===== src/rtl/xmem_pinmap_pkg.sv =====
package xmem_pinmap_pkg;

    localparam int HI_PINS   = 6;
    localparam int CE_PINS   = 4;
    localparam int P4_WIDTH  = 8;
    localparam int P6_SHARED = 2;
    localparam int CFG_BITS  = 6;

    typedef struct packed {
        logic [CFG_BITS-1:0]  cfg;
        logic [P4_WIDTH-1:0]  p4_lat;
        logic [P6_SHARED-1:0] p6_lat;
    } pinmap_regs_t;

endpackage


===== src/rtl/xmem_ta_seq.sv =====
module xmem_ta_seq #(
    parameter logic [7:0] KEY_ADDR    = 8'hC7,
    parameter logic [7:0] KEY_FIRST   = 8'hAA,
    parameter logic [7:0] KEY_SECOND  = 8'h55,
    parameter int         OPEN_CYCLES = 4
) (
    input  logic       clk,
    input  logic       rst_n,
    input  logic       wr,
    input  logic [7:0] addr,
    input  logic [7:0] wdata,
    output logic       open
);
    localparam int CW = $clog2(OPEN_CYCLES + 1);

    typedef struct packed {
        logic          armed;
        logic [CW-1:0] cnt;
    } ta_state_t;

    ta_state_t st_d, st_q;

    always_comb begin
        st_d = st_q;
        if (st_q.cnt != '0) begin
            st_d.cnt = st_q.cnt - CW'(1);
        end
        if (wr) begin
            st_d.armed = 1'b0;
            if (addr == KEY_ADDR) begin
                if (wdata == KEY_FIRST) begin
                    st_d.armed = 1'b1;
                end else if (wdata == KEY_SECOND && st_q.armed) begin
                    st_d.cnt = CW'(OPEN_CYCLES);
                end
            end
        end
    end

    always_ff @(posedge clk) begin
        if (!rst_n) begin
            st_q <= '0;
        end else begin
            st_q <= st_d;
        end
    end

    assign open = (st_q.cnt != '0);

endmodule


===== src/rtl/xmem_map_decode.sv =====
module xmem_map_decode #(
    parameter int HI_PINS    = 6,
    parameter int CE_PINS    = 4,
    parameter int BASE_SHIFT = 15,
    parameter int FIRST_LINE = 16,
    parameter int SHW        = 5
) (
    input  logic [2:0]         hi_code,
    input  logic [2:0]         ce_code,
    output logic [HI_PINS-1:0] hi_is_addr,
    output logic [CE_PINS-1:0] ce_pin_en,
    output logic [SHW-1:0]     win_shift
);
    for (genvar k = 0; k < HI_PINS; k++) begin : g_hi
        assign hi_is_addr[k] = (hi_code > 3'(k));
    end

    for (genvar i = 0; i < CE_PINS; i++) begin : g_ce
        assign ce_pin_en[i] = (ce_code > 3'(i));
    end

    always_comb begin
        if (hi_code == 3'd0) begin
            win_shift = SHW'(BASE_SHIFT);
        end else if (int'(hi_code) >= HI_PINS) begin
            win_shift = SHW'(FIRST_LINE + HI_PINS);
        end else begin
            win_shift = SHW'(FIRST_LINE) + SHW'(hi_code);
        end
    end

endmodule


===== src/rtl/xmem_ce_decode.sv =====
module xmem_ce_decode #(
    parameter int ADDR_W  = 22,
    parameter int CE_PINS = 4,
    parameter int SHW     = 5
) (
    input  logic [ADDR_W-1:0]  addr,
    input  logic [SHW-1:0]     shift,
    output logic [CE_PINS-1:0] ce_n
);
    localparam int SELW = $clog2(CE_PINS);

    logic [ADDR_W-1:0] win_idx;
    logic [SELW-1:0]   sel;
    logic              above;

    assign win_idx = addr >> shift;
    assign sel     = win_idx[SELW-1:0];
    assign above   = |(win_idx >> SELW);

    for (genvar i = 0; i < CE_PINS; i++) begin : g_ce
        assign ce_n[i] = !(!above && sel == SELW'(i));
    end

endmodule


===== src/rtl/xmem_pinmap_reg.sv =====
module xmem_pinmap_reg
    import xmem_pinmap_pkg::*;
#(
    parameter logic [7:0] CFG_ADDR    = 8'h92,
    parameter logic [7:0] KEY_ADDR    = 8'hC7,
    parameter int         OPEN_CYCLES = 4,
    parameter int         ADDR_W      = 22
) (
    input  logic                 clk,
    input  logic                 rst_n,
    input  logic                 sfr_wr,
    input  logic [7:0]           sfr_addr,
    input  logic [7:0]           sfr_wdata,
    output logic [7:0]           sfr_rdata,
    input  logic                 port_wr_p4,
    input  logic                 port_wr_p6,
    input  logic [7:0]           port_wdata,
    input  logic [ADDR_W-1:0]    xaddr,
    output logic [HI_PINS-1:0]   hi_pin_is_addr,
    output logic [CE_PINS-1:0]   ce_pin_en,
    output logic [P4_WIDTH-1:0]  p4_pin_out,
    output logic [P6_SHARED-1:0] p6_pin_out,
    output logic [CE_PINS-1:0]   ce_n
);
    localparam int SHW       = $clog2(ADDR_W + 1);
    localparam int FIRST_HI  = 16;
    localparam int P4_HI_CNT = P4_WIDTH - CE_PINS;
    localparam int RSV_BITS  = 8 - CFG_BITS;

    pinmap_regs_t st_d, st_q;

    logic                 ta_open;
    logic                 cfg_wr_ok;
    logic [SHW-1:0]       win_shift;
    logic [P4_WIDTH-1:0]  p4_lock;
    logic [P6_SHARED-1:0] p6_lock;
    logic [CFG_BITS-1:0]  cfg_q;
    logic [P4_WIDTH-1:0]  p4_lat_q;

    xmem_ta_seq #(
        .KEY_ADDR   (KEY_ADDR),
        .OPEN_CYCLES(OPEN_CYCLES)
    ) u_ta (
        .clk  (clk),
        .rst_n(rst_n),
        .wr   (sfr_wr),
        .addr (sfr_addr),
        .wdata(sfr_wdata),
        .open (ta_open)
    );

    xmem_map_decode #(
        .HI_PINS   (HI_PINS),
        .CE_PINS   (CE_PINS),
        .BASE_SHIFT(15),
        .FIRST_LINE(FIRST_HI),
        .SHW       (SHW)
    ) u_map (
        .hi_code   (st_q.cfg[5:3]),
        .ce_code   (st_q.cfg[2:0]),
        .hi_is_addr(hi_pin_is_addr),
        .ce_pin_en (ce_pin_en),
        .win_shift (win_shift)
    );

    xmem_ce_decode #(
        .ADDR_W (ADDR_W),
        .CE_PINS(CE_PINS),
        .SHW    (SHW)
    ) u_ce (
        .addr (xaddr),
        .shift(win_shift),
        .ce_n (ce_n)
    );

    assign p4_lock   = {hi_pin_is_addr[P4_HI_CNT-1:0], ce_pin_en};
    assign p6_lock   = hi_pin_is_addr[HI_PINS-1:P4_HI_CNT];
    assign cfg_wr_ok = sfr_wr && (sfr_addr == CFG_ADDR) && ta_open;

    always_comb begin
        st_d = st_q;
        if (cfg_wr_ok) begin
            st_d.cfg = sfr_wdata[CFG_BITS-1:0];
        end
        if (port_wr_p4) begin
            st_d.p4_lat = (port_wdata & ~p4_lock) | (st_q.p4_lat & p4_lock);
        end
        if (port_wr_p6) begin
            st_d.p6_lat = (port_wdata[5:4] & ~p6_lock) | (st_q.p6_lat & p6_lock);
        end
    end

    always_ff @(posedge clk) begin
        if (!rst_n) begin
            st_q <= '1;
        end else begin
            st_q <= st_d;
        end
    end

    assign cfg_q    = st_q.cfg;
    assign p4_lat_q = st_q.p4_lat;

    assign sfr_rdata = (sfr_addr == CFG_ADDR) ? {{RSV_BITS{1'b1}}, st_q.cfg} : 8'h00;

    for (genvar i = 0; i < CE_PINS; i++) begin : g_p4_lo
        assign p4_pin_out[i] = ce_pin_en[i] ? ce_n[i] : st_q.p4_lat[i];
    end
    for (genvar k = 0; k < P4_HI_CNT; k++) begin : g_p4_hi
        assign p4_pin_out[CE_PINS+k] = hi_pin_is_addr[k] ? xaddr[FIRST_HI+k]
                                                         : st_q.p4_lat[CE_PINS+k];
    end
    for (genvar j = 0; j < P6_SHARED; j++) begin : g_p6
        assign p6_pin_out[j] = hi_pin_is_addr[P4_HI_CNT+j] ? xaddr[FIRST_HI+P4_HI_CNT+j]
                                                           : st_q.p6_lat[j];
    end

endmodule


===== config.mk =====
export PLATFORM = sky130hd
export DESIGN_NAME = xmem_pinmap_reg
export DESIGN_NICKNAME = d
export VERILOG_FILES = /design/src/rtl/xmem_pinmap_pkg.sv /design/src/rtl/xmem_ta_seq.sv /design/src/rtl/xmem_map_decode.sv /design/src/rtl/xmem_ce_decode.sv /design/src/rtl/xmem_pinmap_reg.sv
export SDC_FILE = /design/constraint.sdc
export NUM_CORES = 1
export LEC_CHECK = 0
export ABC_AREA = 1
export ABC_CLOCK_PERIOD_IN_PS = 1900
export BUFFER_PORTS_ARGS = -buffer_cell sky130_fd_sc_hd__buf_2
export CAP_MARGIN = 10
export CORE_MARGIN = 2
export CORE_UTILIZATION = 46
export DETAILED_ROUTE_END_ITERATION = 8
export PLACE_DENSITY = 0.78
export SETUP_SLACK_MARGIN = 0.1
export SLEW_MARGIN = 20
export SYNTH_ARGS = -nofsm -noshare
export SYNTH_HDL_FRONTEND = slang
export SYNTH_HIERARCHICAL = 1
export SYNTH_SLANG_ARGS = --single-unit

===== constraint.sdc =====
create_clock -name clk -period 1.9 [get_ports clk]
set_input_delay 0.38 -clock clk [delete_from_list [all_inputs] [get_ports clk]]
set_output_delay 0.38 -clock clk [all_outputs]
set_load 0.005 [all_outputs]

==> flow_summary.json, run 1 <==
{
  "status": "complete, but fails checks",
  "violations": "negative setup slack",
  "ctsLongestPathBuffers": 2,
  "setup_slack_ps": -675,
  "critPathRequiredTime_ps": 1520,
  "syn_area_sq_um": 2240,
  "yosys_most_used_dff": "dfxtp_1",
  "grt_setup_unrepaired": "true",
  "hp-class": "in2reg",
  "finalSetupTns_ps": -4770,
  "ff2ff_path_depth": 8,
  "critPathMaxFanout": 6,
  "synth_commonest_cells": "nand2_1 (150), nand3_1 (84), inv_1 (64)",
  "top_level_ports": 83,
  "crit_top_cell": "nand2_1",
  "synth_edf_count": 0,
  "p_leak_nw": 1.89,
  "finalNetCount": 577,
  "cts_hold_buf": 0,
  "routed_wirelength_mm": 6.75,
  "drive_above_1_share_pct": 34.6,
  "antenna_left": 0,
  "wl_per_cell_um": 11.4,
  "vias": 2951,
  "netlist.area_leader.share_pct": 25.1,
  "numClockSinks": 20,
  "synth_cell_types": 26,
  "nFillCells": 426,
  "regArea_sq_um": 412,
  "reg2reg_from": "u_ta/st_q[0]",
  "finalNonFillerCells": 590,
  "num_rows": 25,
  "multi_input_area_sq_um": 1610,
  "hold_viol_final": 0,
  "grt_pass1_vias": 2731,
  "p_total_mw": 1.26,
  "peakVddDrop_v": 0.000465,
  "maxSlewHeadroom_pct": 66.7,
  "setup_viol": 8,
  "first_pass_iters": 4,
  "cts_tree": "done",
  "avgSynthCellArea_sq_um": 5.32,
  "dp_cells": 580,
  "path_depth": 18,
  "crit_buf_inv": 3,
  "timing.rr.end": "cfg_q[5]",
  "synth-seq-cells": 20,
  "cts_inserted_buffers": 3,
  "grt_max_degree": 21,
  "portBuffers": 82,
  "crit_family": "simple AND/OR/NAND/NOR gates",
  "synthCells": 422,
  "utilization_pct": 66.2,
  "coreArea_sq_um": 4720,
  "htree_num_levels": 1,
  "power_density_nw_per_um2": 404,
  "worst_slew_pin_slew_ps": 498,
  "worstSkewPairLatency_ps": 260,
  "fp.dieW_um": 73.9,
  "synth_top_area_cell": "nand2_1",
  "crit_chain": "nand2_4 -> nand2_4 -> nand2_8 -> inv_8 -> buf_6 -> nand2_1 -> nand2_1 -> o21ai_2 -> nand2_1 -> nor2_2 -> nand2_1 -> nor2_1 -> nand2_1 -> nand2_2 -> nand3_2 -> nand2_1 -> nand2_1 -> buf_2",
  "slowest_stage": "dfxtp_4",
  "synth_fp_nets": 475,
  "cp.arrival_ps": 2200,
  "period_share_pct": 136,
  "viasPerCell": 5.00,
  "path_class": "reg2out",
  "worstSetupStartpoint": "cfg_q[4]",
  "yosysSeqAreaShare_pct": 17.8,
  "r2r_setup_slack_ps": 500,
  "gp_congestion": 0.894,
  "yosys_warnings": 6,
  "overflow": 0,
  "area_growth_pct": 39.4,
  "start_util_pct": 47.5,
  "synth_area_leaders": "nand2_1 (25%), nand3_1 (19%), dfxtp_1 (18%), inv_1 (11%), nor2_1 (4.0%)",
  "hpwl_mm": 5.05,
  "critPathCapture": "p4_pin_out[0]",
  "end_kind": "output port",
  "drv_cap": 0,
  "dieArea_sq_um": 5450,
  "clk_pin_slew_worst_paths_ps": 80,
  "synth.most_common_cell": "nand2_1",
  "stdcell_area_sq_um": 3130,
  "drcViolationCount": 0,
  "async_flop_share_pct": 0,
  "antenna_found_initial": 0,
  "max_freq_mhz": 388,
  "grt_pass1_wl_mm": 11.1,
  "final_max_slew_viol_count": 0,
  "track_usage_pct": 25.0,
  "start_kind": "flip-flop",
  "antennaDiodeCount": 0,
  "finalCriticalPeriod_ps": 2580,
  "drtIter0Drc": 109,
  "root_buffer": "clkbuf_8",
  "fp.dieH_um": 73.9,
  "cpPeakStageDelay_ps": 380,
  "clock_skew_ps": 2.12,
  "placed_area_sq_um": 2850
}
-- worst reg2reg max path: cells and delay by family (launching register included) --
kind | cells | cell delay, ps
adders and majority gates | 1 | 200
buffers and inverters | 2 | 240
and+or+nand+nor | 5 | 490
DFF | 1 | 350
-- how the worst min path moves through the flow --
stage	to	from	slack [ps]	depth (start not counted)
finish	u_ta/st_q[3]	sfr_wr	340	2
CTS	u_ta/st_q[3]	sfr_wr	340	2
detailed placement	flip-flop	flip-flop	470	2
floorplan	flip-flop	flip-flop	450	2
global route	u_ta/st_q[3]	sfr_wr	340	2
global placement	flip-flop	flip-flop	470	2
-- layer usage --
metal | wire length [um] | vias up | track usage (%) | part of all wire, %
met1 | 2730 | 1321 | 27.7 | 40
met2 | 3560 | 98 | 48.1 | 53
met5 | 0 | - | 0 | 0
met3 | 343 | 14 | 3.02 | 5.1
met4 | 119 | 0 | 8.28 | 1.8
li1 | - | 1518 | - | -
-- placed cells by master, fill, tap and decap left out, types with 2 or more instances in the layout --
cell,instances
a21oi_1,3
nand3_1,76
nand2_4,3
nor2_1,21
nor2_2,10
dfxtp_1,17
inv_4,2
nand3_2,13
o21ai_1,3
o21ai_0,13
xor2_1,2
nand2_1,137
nand4_1,4
inv_2,2
clkbuf_8,3
nand2_2,20
buf_4,23
buf_6,6
ha_1,2
buf_2,82
inv_1,62
nor2_4,3
dfxtp_4,3
-- cell type report --
type,instances,area share [%]
well taps,67,2.68
inverters,67,8.44
multi-input cells,318,51.3
repair buffers,114,22.3
clock buffers,4,2.12
flip-flops and latches,20,13.2
-- per-stage QoR --
step | hold WS, ps | worst slack, ps
final | 342 | -675
after global routing | 342 | -853
after CTS | 339 | -607
after detailed placement | 472 | -392
after global placement | 465 | -337
after floorplan | 449 | -127
-- cell families (layout without fill, tap and decap cells) --
| group | Yosys count | after routing | share of synthesized area, % |
|---|---|---|---|
| xor+xnor | 2 | 2 | 0.781 |
| buf+inv | 84 | 185 | 16.6 |
| compound gates | 23 | 23 | 5.41 |
| fa+ha+maj | 2 | 2 | 1.11 |
| flops | 20 | 20 | 17.8 |
| simple gates | 291 | 291 | 58.2 |
-- power breakdown --
group / switching, mW / internal, mW
clock: 0.147 / 0.228
combinational: 0.252 / 0.170
sequential: 0.0209 / 0.446
-- what timing repair did --
item,4_1_cts,5_1_grt
gates cloned,3,0
pin swaps,9,12
endpoints found under the setup margin,9,10
setup buffers,2,1
gates resized for setup,27,23
No activity file was read; power rests on OpenSTA's default activity.
==> inputs of run 2 (changes only) <==
Settings changed: CORE_MARGIN 2 to 5.
==> run 2 against run 1 <==
Net effect: the flow still finishes with violations (negative setup slack); final cell count grew 0.68%; cell area grew 3.4%; global-route usage shrank 2.9 points; worst hold slack lost 9.5 ps; first-iteration DRC count grew 83%; routed wire length grew 8.3%.
==> flow_summary.json, run 2 (synthesized netlist as in run 1, its figures left out) <==
{
  "ff2ff_path_depth": 8,
  "critPathCapture": "p4_pin_out[1]",
  "root_buffer": "clkbuf_8",
  "clk_pin_slew_worst_paths_ps": 80,
  "hp-class": "in2reg",
  "antenna_left": 0,
  "clock_skew_ps": 2.27,
  "p_total_mw": 1.28,
  "whs_ps": 332,
  "crit_chain": "nand2_4 -> nand2_4 -> nand2_4 -> inv_8 -> buf_6 -> nand2_2 -> nand2_1 -> nor2_1 -> nand3_1 -> nand3_1 -> nand2_1 -> nor2_1 -> nand2_1 -> nand2_2 -> nand3_2 -> nand2_2 -> nand2_2 -> buf_2",
  "layout_commonest_cell": "nand2_1",
  "power_frac_clock_pct": 29.8,
  "path_depth": 18,
  "first_pass_iters": 5,
  "setup_viol": 8,
  "cts_inserted_buffers": 3,
  "crit_family": "simple AND/OR/NAND/NOR gates",
  "overflow": 0,
  "p_int_mw": 0.850,
  "end_kind": "output port",
  "critPathRequiredTime_ps": 1520,
  "grt_setup_unrepaired": "true",
  "numClockSinks": 20,
  "cpPeakStageDelay_ps": 380,
  "r2r_setup_slack_ps": 450,
  "ctsLongestPathBuffers": 2,
  "slowest_stage": "dfxtp_4",
  "track_usage_pct": 22.0,
  "dieArea_sq_um": 6380,
  "drv_cap": 0,
  "worstSkewPairLatency_ps": 260,
  "worstSetupStartpoint": "cfg_q[5]",
  "gp_congestion": 0.876,
  "drcViolationCount": 0,
  "htree_num_levels": 1,
  "fp.dieH_um": 79.9,
  "gr-usage-met3_pct": 2.71,
  "grt_max_degree": 21,
  "power_density_nw_per_um2": 396,
  "grt_pass1_wl_mm": 11.8,
  "critPathMaxFanout": 5,
  "final_max_slew_viol_count": 0,
  "cp.arrival_ps": 2270,
  "cts_tree": "done",
  "cts_hold_buf": 0,
  "grt_use_met1_pct": 25.5,
  "hold_viol_final": 0,
  "antennaDiodeCount": 0,
  "start_util_pct": 47.5,
  "coreArea_sq_um": 4720,
  "violations": "negative setup slack",
  "peakVddDrop_v": 0.000403,
  "top_level_ports": 83,
  "crit_top_cell": "nand2_2",
  "met2_usage_pct": 41.2,
  "routed_wirelength_mm": 7.31,
  "hpwl_mm": 5.18,
  "antenna_found_initial": 0,
  "worst_slew_pin_slew_ps": 379,
  "switching_share_pct": 33.6,
  "max_freq_mhz": 378,
  "top_usage_layer": "met2",
  "grt_pass1_vias": 2849,
  "num_rows": 25,
  "portBuffers": 82,
  "fp.dieW_um": 79.9,
  "status": "complete, but fails checks",
  "nFillCells": 412,
  "layout_common_cells": "nand2_1 (128), buf_2 (81), nand3_1 (70)",
  "area_growth_pct": 44.1,
  "finalNetCount": 581,
  "timing.rr.end": "cfg_q[4]",
  "reg2reg_from": "u_ta/st_q[0]",
  "vias": 3044,
  "drtIter0Drc": 200,
  "viasPerCell": 5.12,
  "seqPwrFrac_pct": 36.3,
  "finalCriticalPeriod_ps": 2650,
  "start_kind": "flip-flop",
  "setup_slack_ps": -745,
  "p_switching_mw": 0.430,
  "p_comb_share_pct": 33.9,
  "period_share_pct": 139,
  "p_leak_nw": 1.93,
  "drive_above_1_share_pct": 38.9,
  "wl_per_cell_um": 12.3,
  "maxSlewHeadroom_pct": 74.7,
  "crit_buf_inv": 3,
  "path_class": "reg2out"
}
[run 2: per-layer routing]
layer	share of wire, %	up-vias
met2	52	127
met1	40	1377
li1	-	1523
met3	6.9	17
met5	0	-
met4	1.5	0
[run 2: worst min path at each step]
stage | end | start | cells after the start
floorplan | flip-flop | flip-flop | 2
global placement | flip-flop | flip-flop | 2
detailed placement | flip-flop | flip-flop | 2
CTS | u_ta/st_q[3] | sfr_wr | 2
global route | u_ta/st_q[3] | sfr_wr | 2
finish | u_ta/st_q[3] | sfr_wr | 2
[run 2: final cells by class]
cell class | instances | area [sq um] | share of cell area (%)
Multi-Input combinational cell | 318 | 1650 | 50.9
Timing Repair Buffer | 118 | 762 | 23.6
Sequential cell | 20 | 412 | 12.7
Inverter | 67 | 264 | 8.16
Tap cell | 67 | 83.8 | 2.59
Clock buffer | 4 | 66.3 | 2.05
[run 2: power by group through the flow]
stage	combinational [mW]	clock [mW]	sequential, mW
after floorplan	0.273	0	0.472
after global placement	0.389	0	0.474
after detailed placement	0.404	0	0.475
after CTS	0.414	0.390	0.464
after global routing	0.494	0.411	0.469
final	0.433	0.382	0.465
[run 2: through the flow]
step	setup TNS (ps)	cells	setup WS [ps]	utilization, %	cell area, sq um
floorplan	-447	422	-127	-	2270
global placement	-1990	579	-316	60.3	2850
detailed placement	-2240	579	-347	60.3	2850
CTS	-4180	590	-577	65.3	3080
global route	-6450	594	-860	68.5	3230
finish	-5460	594	-745	68.5	3230
[run 2: repair_timing]
item                       4_1_cts  5_1_grt
gates cloned                     2        1
buffers inserted                 6        3
gates resized for setup         32       37
setup endpoints to repair       10       10
pin swaps                        9       18
[run 2: worst reg2reg max path, delay by kind of cell (launching register included)]
kind                       cells  cell delay (ps)
adders and majority gates      1              210
buffers and inverters          2              260
DFF                            1              350
and+or+nand+nor                5              510
